<file path="src/rtl/vcop_pkg.sv">
package vcop_pkg;

  localparam int ADDR_W     = 13;
  localparam int BUS_W      = 32;
  localparam int MIRROR_BIT = 12;

  localparam logic [11:0] OFS_CTL    = 12'h000;
  localparam logic [11:0] OFS_ERR    = 12'h004;
  localparam logic [11:0] OFS_LO     = 12'h008;
  localparam logic [11:0] OFS_HI     = 12'h00C;
  localparam logic [11:0] OFS_PMASK  = 12'h010;
  localparam logic [11:0] OFS_ROP    = 12'h014;
  localparam logic [11:0] OFS_OVF    = 12'h018;
  localparam logic [11:0] OFS_DIAG   = 12'h01C;
  localparam logic [11:0] OFS_INSN   = 12'h020;
  localparam logic [11:0] OFS_ID     = 12'h028;
  localparam logic [11:0] OFS_R0I    = 12'h02C;
  localparam logic [11:0] OFS_SRST   = 12'h030;
  localparam logic [11:0] OFS_DIRECT = 12'h100;
  localparam logic [11:0] OFS_QUEUED = 12'h300;

  localparam int NUM_ERR     = 6;
  localparam int ERR_BAD_REG = 3;
  localparam int ERR_Q_OVF   = 5;

  localparam int B_IE = 7;
  localparam int B_PB = 12;
  localparam int B_WO = 13;
  localparam int B_GO = 14;
  localparam int B_MT = 15;

  typedef enum logic [3:0] {
    T_NONE, T_CTL, T_ERR, T_LO, T_HI, T_PMASK, T_ROP, T_OVF,
    T_DIAG, T_INSN, T_ID, T_R0I, T_SRST, T_DIRECT, T_QUEUED
  } tgt_e;

endpackage

</file>
<file path="src/rtl/vcop_decode.sv">
module vcop_decode
  import vcop_pkg::*;
#(
  parameter int NUM_REGS = 128,
  localparam int IDX_W   = $clog2(NUM_REGS)
) (
  input  logic [ADDR_W-1:0] addr,
  output tgt_e              tgt,
  output logic [IDX_W-1:0]  idx,
  output logic              mirror
);

  localparam logic [11:0] WIN = 12'(4 * NUM_REGS);

  logic [11:0] off;
  logic [11:0] rel_d;
  logic [11:0] rel_q;
  logic        in_d;
  logic        in_q;

  always_comb begin
    off    = addr[11:0];
    mirror = addr[MIRROR_BIT];
    rel_d  = off - OFS_DIRECT;
    rel_q  = off - OFS_QUEUED;
    in_d   = (off >= OFS_DIRECT) && (rel_d < WIN);
    in_q   = (off >= OFS_QUEUED) && (rel_q < WIN);
    idx    = in_d ? rel_d[IDX_W+1:2] : rel_q[IDX_W+1:2];
    if (in_d) begin
      tgt = T_DIRECT;
    end else if (in_q) begin
      tgt = T_QUEUED;
    end else begin
      case (off)
        OFS_CTL:   tgt = T_CTL;
        OFS_ERR:   tgt = T_ERR;
        OFS_LO:    tgt = T_LO;
        OFS_HI:    tgt = T_HI;
        OFS_PMASK: tgt = T_PMASK;
        OFS_ROP:   tgt = T_ROP;
        OFS_OVF:   tgt = T_OVF;
        OFS_DIAG:  tgt = T_DIAG;
        OFS_INSN:  tgt = T_INSN;
        OFS_ID:    tgt = T_ID;
        OFS_R0I:   tgt = T_R0I;
        OFS_SRST:  tgt = T_SRST;
        default:   tgt = T_NONE;
      endcase
    end
  end

endmodule

</file>
<file path="src/rtl/vcop_err.sv">
module vcop_err #(
  parameter int NUM_ERR = 6
) (
  input  logic               clk,
  input  logic               rst,
  input  logic [NUM_ERR-1:0] set_vec,
  input  logic [NUM_ERR-1:0] clr_vec,
  input  logic               srst,
  input  logic               ie,
  output logic [NUM_ERR-1:0] flags,
  output logic               irq
);

  // set has priority over a clear in the same cycle; soft reset beats both
  always_ff @(posedge clk) begin
    if (rst || srst) begin
      flags <= '0;
    end else begin
      flags <= (flags & ~clr_vec) | set_vec;
    end
  end

  always_ff @(posedge clk) begin
    if (rst) begin
      irq <= 1'b0;
    end else begin
      irq <= (|flags) & ie;
    end
  end

endmodule

</file>
<file path="src/rtl/vcop_fifo.sv">
module vcop_fifo #(
  parameter int WIDTH = 40,
  parameter int DEPTH = 16,
  localparam int AW   = $clog2(DEPTH)
) (
  input  logic             clk,
  input  logic             rst,
  input  logic             clr,
  input  logic             push,
  input  logic [WIDTH-1:0] wdata,
  input  logic             pop,
  output logic [WIDTH-1:0] rdata,
  output logic             empty,
  output logic             full
);

  logic [WIDTH-1:0] mem [DEPTH];
  logic [AW:0]      wp;
  logic [AW:0]      rp;
  logic             do_push;
  logic             do_pop;

  assign empty   = (wp == rp);
  assign full    = (wp[AW] != rp[AW]) && (wp[AW-1:0] == rp[AW-1:0]);
  assign do_push = push && !full;
  assign do_pop  = pop && !empty;
  assign rdata   = mem[rp[AW-1:0]];

  always_ff @(posedge clk) begin
    if (rst || clr) begin
      wp <= '0;
      rp <= '0;
    end else begin
      if (do_push) wp <= wp + 1'b1;
      if (do_pop)  rp <= rp + 1'b1;
    end
  end

  // storage carries no reset so it maps onto distributed RAM
  always_ff @(posedge clk) begin
    if (do_push) mem[wp[AW-1:0]] <= wdata;
  end

endmodule

</file>
<file path="src/rtl/vcop_ctrl.sv">
module vcop_ctrl
  import vcop_pkg::*;
#(
  parameter int         NUM_REGS    = 128,
  parameter int         QUEUE_DEPTH = 16,
  parameter int         OVF_W       = 16,
  parameter logic [7:0] ARCH_CODE   = 8'h21,
  parameter logic [7:0] CHIP_REV    = 8'h03,
  localparam int        IDX_W       = $clog2(NUM_REGS),
  localparam int        ENT_W       = 1 + IDX_W + BUS_W
) (
  input  logic               clk,
  input  logic               rst,
  input  logic               bus_sel,
  input  logic               bus_we,
  input  logic [ADDR_W-1:0]  bus_addr,
  input  logic [BUS_W-1:0]   bus_wdata,
  output logic [BUS_W-1:0]   bus_rdata,
  output logic               bus_rvalid,
  input  logic [NUM_ERR-1:0] err_evt,
  input  logic               eng_wrote,
  output logic               run,
  output logic               pb_en,
  output logic               irq,
  output logic [BUS_W-1:0]   lo_bound,
  output logic [BUS_W-1:0]   hi_bound,
  output logic [BUS_W-1:0]   plane_mask,
  output logic [7:0]         rop,
  output logic [BUS_W-1:0]   r0_init,
  output logic               rf_we,
  output logic [IDX_W-1:0]   rf_idx,
  output logic [BUS_W-1:0]   rf_wdata,
  output logic               q_valid,
  output logic               q_kind,
  output logic [IDX_W-1:0]   q_idx,
  output logic [BUS_W-1:0]   q_data,
  input  logic               q_pop
);

  tgt_e             tgt;
  logic [IDX_W-1:0] idx;
  logic             mirror;
  logic             wr;
  logic             rd;

  logic             go_q, ie_q, pb_q, wo_q;
  logic [BUS_W-1:0] lo_q, hi_q, pmask_q, diag_q, r0i_q;
  logic [7:0]       rop_q;
  logic [OVF_W-1:0] ovf_q;

  logic [NUM_ERR-1:0] flags;
  logic [NUM_ERR-1:0] set_vec;
  logic [NUM_ERR-1:0] clr_vec;
  logic               irq_now;

  logic             srst_req;
  logic             dir_ok;
  logic             dir_bad;
  logic             push_req;
  logic             q_full;
  logic             q_empty;
  logic             overflow;
  logic [ENT_W-1:0] push_ent;
  logic [ENT_W-1:0] head_ent;

  logic [BUS_W-1:0] ctl_word;
  logic [BUS_W-1:0] err_word;
  logic [BUS_W-1:0] rd_mux;

  vcop_decode #(.NUM_REGS(NUM_REGS)) u_dec (
    .addr   (bus_addr),
    .tgt    (tgt),
    .idx    (idx),
    .mirror (mirror)
  );

  assign wr       = bus_sel && bus_we;
  assign rd       = bus_sel && !bus_we;
  assign srst_req = wr && (tgt == T_SRST);
  assign dir_ok   = wr && (tgt == T_DIRECT) && !go_q;
  assign dir_bad  = wr && (tgt == T_DIRECT) && go_q;
  assign push_req = wr && ((tgt == T_QUEUED) || (tgt == T_INSN));
  assign overflow = push_req && q_full;
  assign push_ent = (tgt == T_QUEUED) ? {1'b1, idx, bus_wdata}
                                      : {1'b0, {IDX_W{1'b0}}, bus_wdata};

  // ---------------- error flags and interrupt ----------------
  always_comb begin
    set_vec              = err_evt;
    set_vec[ERR_BAD_REG] = err_evt[ERR_BAD_REG] | dir_bad;
    set_vec[ERR_Q_OVF]   = err_evt[ERR_Q_OVF] | overflow;
    clr_vec = (wr && ((tgt == T_CTL) || (tgt == T_ERR))) ?
              bus_wdata[NUM_ERR-1:0] : '0;
  end

  vcop_err #(.NUM_ERR(NUM_ERR)) u_err (
    .clk     (clk),
    .rst     (rst),
    .set_vec (set_vec),
    .clr_vec (clr_vec),
    .srst    (srst_req),
    .ie      (ie_q),
    .flags   (flags),
    .irq     (irq)
  );

  assign irq_now = (|flags) & ie_q;

  // ---------------- instruction queue ----------------
  vcop_fifo #(.WIDTH(ENT_W), .DEPTH(QUEUE_DEPTH)) u_q (
    .clk   (clk),
    .rst   (rst),
    .clr   (srst_req),
    .push  (push_req),
    .wdata (push_ent),
    .pop   (q_pop),
    .rdata (head_ent),
    .empty (q_empty),
    .full  (q_full)
  );

  assign q_valid = !q_empty;
  assign q_kind  = head_ent[ENT_W-1];
  assign q_idx   = head_ent[BUS_W +: IDX_W];
  assign q_data  = head_ent[BUS_W-1:0];

  // ---------------- control bits ----------------
  always_ff @(posedge clk) begin
    if (rst) begin
      go_q <= 1'b0;
      ie_q <= 1'b0;
      pb_q <= 1'b0;
      wo_q <= 1'b0;
    end else if (srst_req) begin
      go_q <= 1'b0;
      wo_q <= 1'b0;
    end else begin
      if (wr && (tgt == T_CTL)) begin
        go_q <= bus_wdata[B_GO];
        ie_q <= bus_wdata[B_IE];
        pb_q <= bus_wdata[B_PB];
      end
      wo_q <= (wo_q & ~(wr && (tgt == T_CTL) && bus_wdata[B_WO])) | eng_wrote;
    end
  end

  // ---------------- configuration registers ----------------
  always_ff @(posedge clk) begin
    if (rst) begin
      lo_q    <= '0;
      hi_q    <= '0;
      pmask_q <= '0;
      rop_q   <= '0;
      diag_q  <= '0;
      r0i_q   <= '0;
    end else if (wr) begin
      case (tgt)
        T_LO:    if (!mirror) lo_q <= bus_wdata;
        T_HI:    if (!mirror) hi_q <= bus_wdata;
        T_PMASK: pmask_q <= bus_wdata;
        T_ROP:   rop_q   <= bus_wdata[7:0];
        T_DIAG:  diag_q  <= bus_wdata;
        T_R0I:   r0i_q   <= bus_wdata;
        default: ;
      endcase
    end
  end

  // saturating overflow count, cleared by any write to its offset
  always_ff @(posedge clk) begin
    if (rst) begin
      ovf_q <= '0;
    end else if (wr && (tgt == T_OVF)) begin
      ovf_q <= '0;
    end else if (overflow && (ovf_q != '1)) begin
      ovf_q <= ovf_q + 1'b1;
    end
  end

  // ---------------- direct register-file write ----------------
  always_ff @(posedge clk) begin
    if (rst) begin
      rf_we    <= 1'b0;
      rf_idx   <= '0;
      rf_wdata <= '0;
    end else begin
      rf_we <= dir_ok;
      if (dir_ok) begin
        rf_idx   <= idx;
        rf_wdata <= bus_wdata;
      end
    end
  end

  // ---------------- read path ----------------
  always_comb begin
    ctl_word                = '0;
    ctl_word[NUM_ERR-1:0]   = flags;
    ctl_word[B_IE]          = ie_q;
    ctl_word[B_PB]          = pb_q;
    ctl_word[B_WO]          = wo_q;
    ctl_word[B_GO]          = go_q;
    ctl_word[B_MT]          = q_empty;
    err_word                = '0;
    err_word[NUM_ERR-1:0]   = flags;
    err_word[B_IE]          = irq_now;
    case (tgt)
      T_CTL:   rd_mux = ctl_word;
      T_ERR:   rd_mux = err_word;
      T_LO:    rd_mux = lo_q;
      T_HI:    rd_mux = hi_q;
      T_PMASK: rd_mux = pmask_q;
      T_ROP:   rd_mux = {24'b0, rop_q};
      T_OVF:   rd_mux = BUS_W'(ovf_q);
      T_DIAG:  rd_mux = diag_q;
      T_ID:    rd_mux = {16'b0, CHIP_REV, ARCH_CODE};
      T_R0I:   rd_mux = r0i_q;
      default: rd_mux = '0;
    endcase
  end

  always_ff @(posedge clk) begin
    if (rst) begin
      bus_rdata  <= '0;
      bus_rvalid <= 1'b0;
    end else begin
      bus_rvalid <= rd;
      if (rd) bus_rdata <= rd_mux;
    end
  end

  assign run        = go_q;
  assign pb_en      = pb_q;
  assign lo_bound   = lo_q;
  assign hi_bound   = hi_q;
  assign plane_mask = pmask_q;
  assign rop        = rop_q;
  assign r0_init    = r0i_q;

endmodule

</file>
<file path="config.mk">
export PLATFORM = sky130hd
export DESIGN_NAME = vcop_ctrl
export DESIGN_NICKNAME = d
export VERILOG_FILES = /design/src/rtl/vcop_pkg.sv /design/src/rtl/vcop_decode.sv /design/src/rtl/vcop_err.sv /design/src/rtl/vcop_fifo.sv /design/src/rtl/vcop_ctrl.sv
export SDC_FILE = /design/constraint.sdc
export NUM_CORES = 1
export LEC_CHECK = 0
export BUFFER_PORTS_ARGS = -buffer_cell sky130_fd_sc_hd__clkbuf_2
export CAP_MARGIN = 15
export CORE_AREA = 2 2 263 265
export DETAILED_ROUTE_END_ITERATION = 10
export DIE_AREA = 0 0 265 267
export PLACE_DENSITY = 0.73
export SLEW_MARGIN = 40
export SYNTH_ARGS = -nofsm -noshare
export SYNTH_HDL_FRONTEND = slang
export SYNTH_SLANG_ARGS = --single-unit
</file>
<file path="constraint.sdc">
create_clock -name clk -period 6.1 [get_ports clk]
set_input_delay 1.22 -clock clk [delete_from_list [all_inputs] [get_ports clk]]
set_output_delay 1.22 -clock clk [all_outputs]
set_load 0.02 [all_outputs]
</file>
==> run metrics, run 1 <==
largest net degree at the start of global routing 91; Clock Skew 0.0299 ns; most area-hungry cell type in the Yosys netlist edfxtp_1; Antenna Violating Nets Remaining 0; Chip Width 265 µm; Synth top area share 52.9%; CTS HTree Levels 3; Mapped Nets 2517; Logic pwr share 3.6%; DR vias/cell 6.58; Post-CTS Setup Bufs 0; largest family of logic cells by synthesized area multiplexers; row cnt 96; Synth Area in Compound Gates 6.52%; WL/cell 30.9 µm; Internal 0.0102 W; initial antenna violation count 3; multi-input logic area 10900 µm²; Synth async-reset ratio 0%; clk sink count 922; Resize count post-CTS 0; Netlist cell types 81; Crit path required time 4.88 ns; top cells by area, synth edfxtp_1 53%, dfxtp_1 16%, mux4_2 12%, nand2_1 5.2%, a21oi_1 3.2%; # DRC 0; first-pass GRT wire length 165000 µm; P_leak 13.8 nW; DPL Wire Length 72900 µm; area grow syn2layout 16.4%; Worst Max-Slew Pin Slew 0.913 ns; IR drop worst, VDD 0.000216 V; Setup crit end kind output pin; sequential power share 51.4%; FMAX 217 MHz; Post-synth EDFFs 640; sw power 0.00284 W; clk buf depth 3; min cycle time layout 4.60 ns; Hold Crit Class flop to flop; max_slew headroom 39.2%; I/O Buffers 309; Most used DFF post-synth edfxtp_1; run status complete, no violations; worst-skew pair later-pin latency 0.67 ns; register area share after synthesis 68.5%; Setup TNS 0 ns; Slew Viols, Final 0; Starting Density 53.4%; max_cap viols 0; CP arrival 3.38 ns; vias in the first global route 24000; Final Hold Vio Count 0; Critical Path, Cell by Cell buf_12, buf_16, mux4_2, mux4_2, clkbuf_2; final setup violation count 0; RSZ-0062 raised after global routing no; Syn Area/Cell 14.8 µm²; Total GRT Usage 32.6%; post-route clock period utilization 75.5%; hold-fix buffers at CTS 0; Synth Area in Adders 0.310%; Clk pwr share 45.0%; num ports 310; vias post-DR 24400; Clk Tree Root Cell clkbuf_16; PwrDens 309 nW/µm²; Final GP Congestion 0.919; die height 267 µm; Reg clk slew, reported paths 0.06 ns; post-synthesis simple-gate area fraction 9.11%; Max stage delay cell, worst path mux4_2; Post-Synth XOR/XNOR Area 0.651%; DIE AREA 70800 µm²; Total Nets Final 2820; Top cell by count, worst path mux4_2; register bit total from synthesis 922; GR Overflow Total 0; fraction of layout cells with a size suffix above 1 28.7%; CP Max Fanout 65; CTS tree done; FILL cells 4826; register area 24900 µm²; switch share 21.8%; TritonCTS Buffers 91; post-synthesis mux area share 12.8%; Syn Inst Count 2451; initial drt markers 2884; Core ar. 68000 µm²; Synth warnings 0; synthesized cell area 36300 µm²; CP Class flop to output pin; post-layout util 62.2%; DR pass1 iterations 6; total routed wirelength 115000 µm; crit path launch type flop; Max stage delay on crit path 0.62 ns
==> cells by family after synthesis <==
kind of cell	Yosys count
muxes	214
DFF	922
buffers and inverters	172
and+or+nand+nor	727
AOI/OAI and AO/OA	380
xor gates and xnor gates	27
adders and majority gates	9
==> worst max-delay path: cells and delay by family (launching register included) <==
| family | cells | cell delay (ns) |
|---|---|---|
| muxes | 2 | 1.20 |
| buffers and inverters | 3 | 0.93 |
| DFF | 1 | 0.58 |
==> power groups by stage <==
stage	logic [W]	clock network [W]	registers [W]
2_1_floorplan	0.000229	0	0.00685
3_3_place_gp	0.000445	0	0.00684
3_5_place_dp	0.000456	0	0.00684
4_1_cts	0.000460	0.00591	0.00671
5_1_grt	0.000492	0.00614	0.00671
6_report	0.000475	0.00587	0.00671
==> metal layers <==
layer  vias up  wire, µm  track usage [%]
met5         -       137            0.624
met4         8      5420             13.9
met3       365     15100             11.5
met2      1830     52900             51.0
met1     12300     41400             41.3
li1       9921         -                -
==> metrics by stage <==
step	setup WS [ns]	cells	total power [W]	hold WS, ns	area (µm²)
2_1_floorplan	0.0154	2451	0.00707	0.436	36300
3_3_place_gp	1.25	3538	0.00729	0.441	39000
3_5_place_dp	1.07	3541	0.00730	0.446	39100
4_1_cts	1.46	3712	0.0131	0.454	42200
5_1_grt	1.30	3715	0.0133	0.472	42300
6_report	1.50	3715	0.0131	0.453	42300
==> state kept, by name (all words and copies together) (netlist names), 6 cells and up, named ones only <==
| name | flops |
|---|---|
| bus_rdata | 32 |
| diag_q | 32 |
| hi_bound | 32 |
| lo_bound | 32 |
| ovf_q | 16 |
| plane_mask | 32 |
| r0_init | 32 |
| rf_idx | 7 |
| rf_wdata | 32 |
| rop | 8 |
| u_err.flags | 6 |
| u_q.mem | 640 |
==> synth_stat cells, drive strengths merged, types with 4 or more instances <==
cell type and count:
nand2 502, a31oi 4, a211oi 20, a22o 10, a22oi 43, nand3 31
mux2 6, a32oi 5, a221oi 23, a21o 6, nor2 87, buf 66
and3 5, mux2i 8, and2 15, o21ai 9, ha 9, a21oi 230
clkbuf 98, nor4 15, xnor2 18, inv 8, xor2 9, edfxtp 640
mux4 200, nor3b 5, nor3 26, nand2b 9, dfxtp 282, nand4 11
==> cell usage in the layout, fill, tap and decap left out, types with 21 or more instances in the layout <==
master,count
edfxtp_1,640
a22oi_1,43
nor2_1,72
buf_4,50
clkbuf_2,308
clkbuf_16,92
a221oi_1,21
nand2_1,499
a21oi_1,230
dfxtp_1,278
nand3_1,30
mux4_2,200
==> path summary, 6_finish.rpt <==
path                         end    startpoint  slack [ns]  depth (start not counted)
setup reg to reg  u_q.mem[8][37]     u_q.wp[2]        2.80                          7
hold reg to reg     rf_wdata[18]  rf_wdata[18]        0.45                          2
setup / recovery        q_idx[6]          flop        1.50                          5
hold / removal      rf_wdata[18]  rf_wdata[18]        0.45                          2
==> layout make-up <==
cell class | instances | share of cell area, %
repair buffers | 374 | 5.25
clock buffers | 111 | 5.78
multi-input cells | 1357 | 25.8
flip-flops and latches | 922 | 58.8
inverters | 8 | 0.0829
diodes | 1 | 0.00592
well taps | 882 | 2.61
clock inverters | 60 | 1.64
Power figures use the tool's default switching activity.
==> run 2, diff against run 1 <==
Settings changed: ABC_AREA from default to 1, CORE_AREA 2 2 263 265 to 2 2 268 270, DIE_AREA 0 0 265 267 to 0 0 270 272.
Clock period 6.1 ns to 4 ns, I/O delays scaled along.
==> run 2 against run 1 <==
Sequential share of layout area fell by 2.4 points. Critical path depth rose by 2. Global-route usage fell by 4.3 points. Combinational power rose by 120%. Setup slack got worse by 1.2 ns. Via count rose by 14%. Largest power group unchanged. Highest routed layer is now met4.
==> run metrics, run 2 <==
Clk Tree Root Cell clkbuf_16; Setup TNS 0 ns; CTS HTree Levels 3; run status complete, no violations; worst-skew pair later-pin latency 0.65 ns; Crit path required time 3.20 ns; CP Class flop to output pin; Synth top area share 50.7%; register area share after synthesis 65.6%; min cycle time layout 3.68 ns; die height 272 µm; Syn Area/Cell 10.9 µm²; Resize count post-CTS 0; Worst Max-Slew Pin Slew 0.812 ns; Most used DFF post-synth edfxtp_1; Max stage delay on crit path 0.55 ns; FMAX 272 MHz; Total GRT Usage 28.3%; Antenna Violating Nets Remaining 0; clk buf depth 3; fraction of layout cells with a size suffix above 1 16.2%; synthesized cell area 37900 µm²; crit path launch type flop; Reg clk slew, reported paths 0.06 ns; DPL Wire Length 67100 µm; # DRC 0; hold-fix buffers at CTS 0; most area-hungry cell type in the Yosys netlist edfxtp_1; Setup crit end kind output pin; Starting Density 53.6%; area grow syn2layout 16.2%; most frequent cells in the layout 640 x edfxtp_1, 411 x a21oi_1, 409 x o21ai_0, 382 x nand2_1, 354 x inv_1; row cnt 98; Total Nets Final 3842; Final GP Congestion 0.948; register bit total from synthesis 922; worst reg-to-reg path cell count 7; max_slew headroom 45.9%; DR vias/cell 5.80; CP endpoint q_kind; Synth warnings 0; top cells by area, synth edfxtp_1 51%, dfxtp_1 15%, a21oi_1 5.4%, o21ai_0 5.4%, mux2i_1 4.2%; Final Hold Vio Count 0; max_cap viols 0; R2R setup slack 1.55 ns; Power Total 0.0199 W; post-route clock period utilization 91.9%; num ports 310; IR drop worst, VDD 0.000312 V; Chip Width 270 µm; dpl cells 4636; Core ar. 70800 µm²; vias in the first global route 26400; clk sink count 922; PwrDens 451 nW/µm²; initial antenna violation count 1; Reg2Reg Capture Point ovf_q[0]; vias post-DR 27900; Mapped Nets 3552; I/O Buffers 309; WL/cell 22.0 µm; commonest non-fill, non-tap cell in the layout edfxtp_1; Clock Skew 0.0172 ns; Netlist cell types 39; Slew Viols, Final 0; pre-CTS setup slack 0.190 ns; TritonCTS Buffers 88; Syn Inst Count 3486; DIE AREA 73400 µm²; final setup violation count 0; Hold Crit Class input pin to flop; total routed wirelength 106000 µm; Largest register FFs 640; Post-synth EDFFs 640; first-pass GRT wire length 159000 µm; RSZ-0062 raised after global routing no; Max stage delay cell, worst path dfxtp_4; worst setup margin 0.323 ns; DR pass1 iterations 6; CP Max Fanout 41; Post-CTS Setup Bufs 0; Commonest cells post-synth 640 x edfxtp_1, 411 x a21oi_1, 409 x o21ai_0, 382 x nand2_1, 355 x inv_1; CTS tree done; top-count cell post-synth edfxtp_1; CP arrival 2.88 ns; Critical Path, Cell by Cell buf_4, a21oi_1, o21ai_0, o21ai_0, o211ai_1, nand2_1, clkbuf_2; Top cell by count, worst path o21ai_0; Post-Layout Cell Count 4801; GR Overflow Total 0; largest net degree at the start of global routing 96; Synth async-reset ratio 0%; initial drt markers 3152; P_leak 15.6 nW; R2R Path Start u_q.wp[2]
[run 2: changes by cell type after synthesis, sizes merged, moves of 88 or more]
cell / before / now
o21ai: 9 / 421
inv: 8 / 365
mux4: 200 / 0
a21oi: 230 / 411
o211ai: 2 / 161
nand3: 31 / 185
mux2i: 8 / 160
nand2: 502 / 393
nor2: 87 / 175
[run 2: final cells by class]
cell class                      instances  area [µm²]
Fill cell                            5485       26700
Sequential cell                       922       24900
Multi-Input combinational cell       1980       10900
Timing Repair Buffer                  417        2730
Clock buffer                          116        2480
Inverter                              367        1390
Tap cell                              950        1190
Clock inverter                         48         505
Antenna cell                            1        2.50
[run 2: metrics by stage]
stage	instance area, µm²	hold WS (ns)	utilization, %
2_1_floorplan	38000	0.425	-
3_3_place_gp	41100	0.431	58.0
3_5_place_dp	41100	0.435	58.0
4_1_cts	44000	0.365	62.3
5_1_grt	44000	0.392	62.3
6_report	44000	0.384	62.3
[run 2: critical path, delay by kind of cell (launching register included)]
| family | cells | cell delay (ns) |
|---|---|---|
| AO/OA/AOI/OAI | 4 | 0.79 |
| buffers and inverters | 2 | 0.69 |
| flip-flops | 1 | 0.55 |
| AND/OR/NAND/NOR | 1 | 0.18 |
[run 2: logic make-up (layout without fill, tap and decap cells)]
logic type / Yosys count / in the layout / synth area share [%]
multiplexers: 160 / 160 / 4.22
other: 0 / 1 / 0
adder cells (fa/ha/maj): 9 / 9 / 0.297
buffers and inverters: 584 / 948 / 6.07
AO/OA/AOI/OAI: 1003 / 1003 / 14.4
XOR/XNOR: 25 / 25 / 0.578
flip-flops: 922 / 922 / 65.6
AND/OR/NAND/NOR: 783 / 783 / 8.89
[run 2: how the worst min path moves through the flow]
stage	cells past startpoint	start	end	slack [ns]
floorplan	2	diag_q[10]	diag_q[10]	0.42
global placement	2	rf_wdata[3]	rf_wdata[3]	0.43
detailed placement	2	rf_wdata[9]	rf_wdata[9]	0.43
CTS	3	err_evt[1]	u_err.flags[1]	0.36
global route	3	err_evt[4]	u_err.flags[4]	0.39
finish	3	err_evt[4]	u_err.flags[4]	0.38
[run 2: power breakdown]
| group | switching, W | leakage, nW | internal, W | total [W] |
|---|---|---|---|---|
| clock | 0.00361 | 1.48 | 0.00498 | 0.00859 |
| sequential | 0.0000321 | 8.04 | 0.0102 | 0.0103 |
| combinational | 0.000748 | 6.12 | 0.000294 | 0.00104 |
[run 2: per-layer routing]
metal	track usage, %	up-vias	wire length (µm)
li1	-	12800	-
met1	38.7	13400	42800
met2	44.9	1397	49200
met3	5.25	257	9940
met4	11.2	0	3830
met5	0	-	0
